File: config.mk
export PLATFORM = sky130hd
export DESIGN_NAME = cfg_loader_port
export DESIGN_NICKNAME = d
export VERILOG_FILES = /design/src/rtl/clp_pkg.sv /design/src/rtl/clp_sync.sv /design/src/rtl/clp_seq_fsm.sv /design/src/rtl/clp_readback.sv /design/src/rtl/clp_gate.sv /design/src/rtl/cfg_loader_port.sv
export SDC_FILE = /design/constraint.sdc
export NUM_CORES = 1
export LEC_CHECK = 0
export CORE_ASPECT_RATIO = 1.1
export CORE_MARGIN = 8
export CORE_UTILIZATION = 35
export DETAILED_ROUTE_END_ITERATION = 8
export DONT_BUFFER_PORTS = 1
export REMOVE_ABC_BUFFERS = 1
export SETUP_SLACK_MARGIN = 0.05
export SYNTH_ARGS = -nofsm -noshare
export SYNTH_HDL_FRONTEND = slang
export SYNTH_SLANG_ARGS = --single-unit
File: constraint.sdc
create_clock -name clk -period 4.5 [get_ports clk]
set_input_delay 0.225 -clock clk [delete_from_list [all_inputs] [get_ports clk]]
set_output_delay 0.225 -clock clk [all_outputs]
set_load 0.02 [all_outputs]
File: src/rtl/clp_pkg.sv
package clp_pkg;

    typedef enum logic [2:0] {
        LD_CLEARED    = 3'd0,
        LD_ARMED      = 3'd1,
        LD_SETUP      = 3'd2,
        LD_CLKHI      = 3'd3,
        LD_CONFIGURED = 3'd4
    } ld_state_t;

    localparam int unsigned REG_WIDTH = 16;
    localparam int unsigned CLR_BIT   = 4;
    localparam int unsigned CLK_BIT   = 3;
    localparam int unsigned DAT_BIT   = 2;
    localparam int unsigned STA_BIT   = 1;
    localparam int unsigned DONE_BIT  = 0;

endpackage

File: src/rtl/clp_sync.sv
module clp_sync #(
    parameter int unsigned WIDTH  = 2,
    parameter int unsigned STAGES = 2
) (
    input  logic             clk,
    input  logic             rst_n,
    input  logic [WIDTH-1:0] din,
    output logic [WIDTH-1:0] dout
);

    logic [STAGES-1:0][WIDTH-1:0] stg_q;

    generate
        if (STAGES > 1) begin : g_chain
            always_ff @(posedge clk or negedge rst_n) begin
                if (!rst_n) begin
                    stg_q <= '0;
                end else begin
                    stg_q <= {stg_q[STAGES-2:0], din};
                end
            end
        end else begin : g_single
            always_ff @(posedge clk or negedge rst_n) begin
                if (!rst_n) begin
                    stg_q <= '0;
                end else begin
                    stg_q[0] <= din;
                end
            end
        end
    endgenerate

    assign dout = stg_q[STAGES-1];

endmodule

File: src/rtl/clp_seq_fsm.sv
module clp_seq_fsm
    import clp_pkg::*;
(
    input  logic clk,
    input  logic rst_n,
    input  logic wr,
    input  logic wr_clr,
    input  logic wr_clk,
    input  logic wr_dat,
    input  logic sts,
    input  logic dne,
    output logic clr_q,
    output logic clk_q,
    output logic data_q,
    output logic done_q,
    output logic viol_q
);

    ld_state_t st_q, st_nx;
    logic      clear_wr, set_wr, rise_req, hold_data, data_nx, viol_set;

    always_comb begin
        clear_wr  = wr && !wr_clr;
        set_wr    = wr && wr_clr;
        rise_req  = set_wr && wr_clk;
        hold_data = (st_q == LD_SETUP || st_q == LD_CLKHI) && wr_clk && !clear_wr;
        data_nx   = (wr && !hold_data) ? wr_dat : data_q;
        viol_set  = rise_req &&
                    ((st_q == LD_CLEARED) || (st_q == LD_ARMED && !dne && !sts));

        st_nx = st_q;
        if (clear_wr) begin
            st_nx = LD_CLEARED;
        end else begin
            unique case (st_q)
                LD_CLEARED: begin
                    if (set_wr) st_nx = LD_ARMED;
                end
                LD_ARMED: begin
                    if (dne) begin
                        st_nx = LD_CONFIGURED;
                    end else if (rise_req && sts) begin
                        st_nx = (wr_dat != data_q) ? LD_SETUP : LD_CLKHI;
                    end
                end
                LD_SETUP: begin
                    st_nx = (set_wr && !wr_clk) ? LD_ARMED : LD_CLKHI;
                end
                LD_CLKHI: begin
                    if (dne) begin
                        st_nx = LD_CONFIGURED;
                    end else if (set_wr && !wr_clk) begin
                        st_nx = LD_ARMED;
                    end
                end
                LD_CONFIGURED: begin
                    st_nx = LD_CONFIGURED;
                end
                default: st_nx = LD_CLEARED;
            endcase
        end
    end

    // state register
    always_ff @(posedge clk or negedge rst_n) begin
        if (!rst_n) begin
            st_q <= LD_CLEARED;
        end else begin
            st_q <= st_nx;
        end
    end

    // registered outputs
    always_ff @(posedge clk or negedge rst_n) begin
        if (!rst_n) begin
            clr_q  <= 1'b0;
            clk_q  <= 1'b0;
            data_q <= 1'b0;
            done_q <= 1'b0;
            viol_q <= 1'b0;
        end else begin
            clr_q  <= (st_nx != LD_CLEARED);
            clk_q  <= (st_nx == LD_CLKHI);
            data_q <= data_nx;
            done_q <= (st_nx == LD_CONFIGURED);
            viol_q <= clear_wr ? 1'b0 : (viol_q || viol_set);
        end
    end

    AST_RISE_NEEDS_CLEAR_HIGH: assert property (@(posedge clk) disable iff (!rst_n)
        $rose(clk_q) |-> clr_q && $past(clr_q));

    AST_DATA_SETTLED_AT_RISE: assert property (@(posedge clk) disable iff (!rst_n)
        $rose(clk_q) |-> $stable(data_q));

    AST_DATA_HELD_WHILE_HIGH: assert property (@(posedge clk) disable iff (!rst_n)
        (clk_q && $past(clk_q)) |-> $stable(data_q));

    AST_CLEAR_WRITE_EFFECT: assert property (@(posedge clk) disable iff (!rst_n)
        $past(wr && !wr_clr) |-> (!clr_q && !clk_q && !viol_q && !done_q));

    AST_VIOL_STICKY: assert property (@(posedge clk) disable iff (!rst_n)
        ($past(viol_q) && !$past(wr && !wr_clr)) |-> viol_q);

    AST_DONE_CLOCK_LOW: assert property (@(posedge clk) disable iff (!rst_n)
        ($past(done_q) && done_q) |-> !clk_q);

endmodule

File: src/rtl/clp_readback.sv
module clp_readback
    import clp_pkg::*;
#(
    parameter int unsigned REG_W = REG_WIDTH
) (
    input  logic             clk_bit,
    input  logic             dat_bit,
    input  logic             sts_bit,
    input  logic             done_bit,
    output logic [REG_W-1:0] rdata
);

    always_comb begin
        rdata           = '0;
        rdata[CLK_BIT]  = clk_bit;
        rdata[DAT_BIT]  = dat_bit;
        rdata[STA_BIT]  = sts_bit;
        rdata[DONE_BIT] = done_bit;
    end

endmodule

File: src/rtl/clp_gate.sv
module clp_gate (
    input  logic cfg_done,
    input  logic acc_req,
    output logic acc_ok,
    output logic rst_hold
);

    assign acc_ok   = acc_req && cfg_done;
    assign rst_hold = !cfg_done;

endmodule

File: src/rtl/cfg_loader_port.sv
module cfg_loader_port
    import clp_pkg::*;
#(
    parameter int unsigned REG_W       = REG_WIDTH,
    parameter int unsigned SYNC_STAGES = 2
) (
    input  logic             clk,
    input  logic             rst_n,
    input  logic             reg_wr,
    input  logic [REG_W-1:0] reg_wdata,
    output logic [REG_W-1:0] reg_rdata,
    input  logic             dev_status,
    input  logic             dev_done,
    output logic             dev_clear_n,
    output logic             dev_cclk,
    output logic             dev_cdata,
    output logic             load_viol,
    input  logic             main_acc,
    output logic             main_acc_ok,
    output logic             main_rst_hold
);

    logic [1:0] sync_out;
    logic       done_q;
    logic       unused_wbits;

    assign unused_wbits = ^{reg_wdata[REG_W-1:CLR_BIT+1], reg_wdata[STA_BIT:DONE_BIT]};

    clp_sync #(.WIDTH(2), .STAGES(SYNC_STAGES)) u_sync (
        .clk   (clk),
        .rst_n (rst_n),
        .din   ({dev_status, dev_done}),
        .dout  (sync_out)
    );

    clp_seq_fsm u_fsm (
        .clk    (clk),
        .rst_n  (rst_n),
        .wr     (reg_wr),
        .wr_clr (reg_wdata[CLR_BIT]),
        .wr_clk (reg_wdata[CLK_BIT]),
        .wr_dat (reg_wdata[DAT_BIT]),
        .sts    (sync_out[1]),
        .dne    (sync_out[0]),
        .clr_q  (dev_clear_n),
        .clk_q  (dev_cclk),
        .data_q (dev_cdata),
        .done_q (done_q),
        .viol_q (load_viol)
    );

    clp_readback #(.REG_W(REG_W)) u_rb (
        .clk_bit  (dev_cclk),
        .dat_bit  (dev_cdata),
        .sts_bit  (sync_out[1]),
        .done_bit (done_q),
        .rdata    (reg_rdata)
    );

    clp_gate u_gate (
        .cfg_done (done_q),
        .acc_req  (main_acc),
        .acc_ok   (main_acc_ok),
        .rst_hold (main_rst_hold)
    );

endmodule

==> results by group <==
Setup path
  – R2R depth: 3
  – Buf/Inv on CP: 0
  – Critical Path End Type: register
  – Worst EP arrival: approximately 1700 ps
  – Slowest CP cell: or4_4
  – RR Startpoint: u_fsm.st_q[1]
  – Kind of critical path: register to register
  – Cells along the critical path: nand2b_4, or4_4, a2111oi_2
  – Critical Path Stages: 3
  – CP endpoint: u_fsm.clk_q
  – Crit path max fanout: 7
  – Register-to-register setup slack: around 2900 ps
  – CP required: roughly 4700 ps
  – CP startpoint: u_fsm.st_q[1]
  – FF-to-FF End: u_fsm.clk_q
  – CP max stage delay: approximately 500 ps
  – CP delay by family, top: simple AND/OR/NAND/NOR gates
  – CP Launch Type: register

Pwr
  – Total chip power: about 0.0003 W
  – Switching Share: roughly a third
  – Leakage: approximately 0.29 nW
  – Max VDD drop: ~0.00027 V
  – PwrDens: between 400 and 500 mW/mm^2
  – NetSw: 0.000105 W
  – Register share of total power: roughly 53%
  – Comb pwr share: around a fifth
  – Int Power: between 0.00015 and 0.0002 W
  – Clk pwr share: between 20 and 30%

Clocking
  – TritonCTS clock tree: done
  – Reg clk slew, reported paths: approximately 70 ps
  – Hold buffers post-CTS: 3
  – CTS Buffer Depth: 2
  – Resized Gates After CTS: 0
  – Root Driver: clkbuf_4
  – # H-tree levels: 1
  – Worst skew pair latency: between 200 and 300 ps
  – Post-CTS Setup Inserts: 0
  – Clk sinks: 12
  – Total CTS buffers: 3

Timing
  – Final slew viol count: 0
  – Fmax: approximately 640 MHz
  – Skew final: between 1 and 1.5 ps
  – Worst-margin pin slew: about 520 ps
  – Final period utilization: approximately a third
  – Setup violations, final: 0
  – RSZ-0062 raised after global routing: no
  – Final hold viol count: 0
  – Fin crit period: between 1500 and 2000 ps
  – Fin Setup TNS: 0 ps
  – WHS: between 100 and 150 ps
  – Relative max-transition margin: 65.3%

GRT
  – Global-route wire length before repair: 1.98 mm
  – Vias in the first global route: approximately 430
  – GRT Total Usage: 7.57%
  – Initial antenna violation count: 0
  – Largest net degree at the start of global routing: 13
  – GRT Residual Overflow: 0

Cells and area
  – Ant. Diodes: 0
  – Area grow syn2layout: 1.58%
  – Share of cells above drive strength 1: between 10% and 20%
  – Nets: 86
  – Commonest cells after routing, fill and taps aside: conb_1, dfrtp_1, a21oi_1, nand2_1

Floorplan
  – Core Region: approximately 0.0017 mm^2
  – Die ar.: 0.00343 mm^2
  – Cell Rows: 16
  – # IOs: between 40 and 50
  – Initial core utilization: 36.4%
  – Chip height: slightly above 60 um
  – Horiz. Die Dim: 56.6 um

Routing
  – DR DRC count: 0
  – Post-DRT Antenna Nets: 0
  – Wire per inst: around 14 um
  – First-pass DRT Iterations: 4
  – Routed vias/inst: between 5 and 6
  – Initial DRC count: 13
  – Via count: between 400 and 500
  – Detailed Route WL: approximately 1.1 mm

Synth
  – Fraction of registers with async set/reset: 100%
  – Mapped Area: 634 um^2
  – Syn avg cell area: slightly above 10 um^2
  – Syn. warnings: 0
  – Cell variety after synth: 23
  – Post-synthesis adder-cell area fraction: 0%
  – Mux contribution to synthesized area: approximately 1.8%
  – Post-synth EDFFs: 0
  – Seq/Total Area, Yosys: a little under half
  – Commonest register cell after synthesis: dfrtp_1
  – Cells after Synth: between 60 and 70
  – Main combinational cell family by area after synthesis: buffers and inverters
  – Xor/xnor cell area share of the yosys netlist: between 1 and 1.5%
  – Post-Synth Simple-Gate Area: roughly 20%
  – Post-synthesis register bit count: 12
  – Compound-cell area share of the yosys netlist: under 10%

Placed design
  – Hpwl dp: 890 um
  – I/O Buffers: 0
  – Global placement routability congestion: around 0.8

Run status
  – Result of the run: finished clean

Job
  – Max Cap Viol: 0

Hold path
  – Worst hold-check path type: input port to register
[routing by layer]
layer | GRT usage (%) | routed length (um) | vias to the layer above
met5 | 0 | 0 | -
met1 | 7.24 | 426 | 191
met3 | 9.21 | 256 | 0
met2 | 9.56 | 435 | 27
met4 | 3.09 | 0 | 0
li1 | - | - | 188
[cells in the mapped netlist (2+ instances only)]
cell | count | area (um^2)
o21ai_0 | 2 | 10.0
nand2_1 | 4 | 15.0
nand3_1 | 2 | 10.0
a21oi_1 | 5 | 25.0
inv_1 | 2 | 7.51
nor3_1 | 3 | 15.0
dfrtp_1 | 12 | 300
buf_4 | 16 | 120
[area by class of cell]
type | instances | area [um^2]
repair buffers | 3 | 30.0
fillers | 174 | 1100
multi-input cells | 42 | 248
clock buffers | 4 | 36.3
flip-flops and latches | 12 | 300
well taps | 18 | 22.5
inverters | 2 | 7.51
[kinds of logic (layout without fill, tap and decap cells)]
logic type	count (synthesis)	in the layout
buffers and inverters	18	9
other	1	12
muxes	1	1
xor gates and xnor gates	1	1
AOI/OAI and AO/OA	9	9
DFF	12	12
and+or+nand+nor	19	19
[power by group through the flow]
stage / Clock (W) / Combinational, W / Sequential, W
floorplan: 0 / 0.0000503 / 0.000155
global placement: 0 / 0.0000549 / 0.000160
detailed placement: 0 / 0.0000555 / 0.000160
CTS: 0.0000866 / 0.0000600 / 0.000158
global route: 0.0000947 / 0.0000681 / 0.000161
finish: 0.0000827 / 0.0000598 / 0.000158
[worst reg2reg max path, delay by kind of cell, from the launching register on]
family | cells | cell delay, ps
AOI/OAI and AO/OA | 1 | 360
and+or+nand+nor | 2 | 660
DFF | 1 | 450
[registers in the layout, summed over array words and instances, names as in the netlist]
signal / cells
u_fsm.data_q: 1
u_sync.dout: 2
u_fsm.st_q: 3
u_fsm.clk_q: 1
u_fsm.done_q: 1
u_sync.stg_q: 2
u_fsm.viol_q: 1
u_fsm.clr_q: 1
[stage by stage]
stage / utilization (%) / setup slack [ps] / area (um^2) / cells
4_1_cts: 37.0 / 2920 / 644 / 81
6_report: 37.0 / 2930 / 644 / 81
2_1_floorplan: - / 3030 / 556 / 56
3_5_place_dp: 33.2 / 2940 / 578 / 74
3_3_place_gp: 33.2 / 2930 / 578 / 74
5_1_grt: 37.0 / 2830 / 644 / 81
[how the worst min path moves through the flow]
stage | from | end | slack (ps) | depth (start not counted)
after floorplan | rst_n | u_fsm.clk_q | -70 | 0
after global placement | rst_n | u_fsm.clk_q | -70 | 0
after detailed placement | rst_n | u_fsm.clr_q | -70 | 0
after CTS | reg_wdata[2] | u_fsm.data_q | 100 | 1
after global routing | reg_wdata[2] | u_fsm.data_q | 90 | 1
final | reg_wdata[2] | u_fsm.data_q | 100 | 1
(Power assumes the default switching activity.)
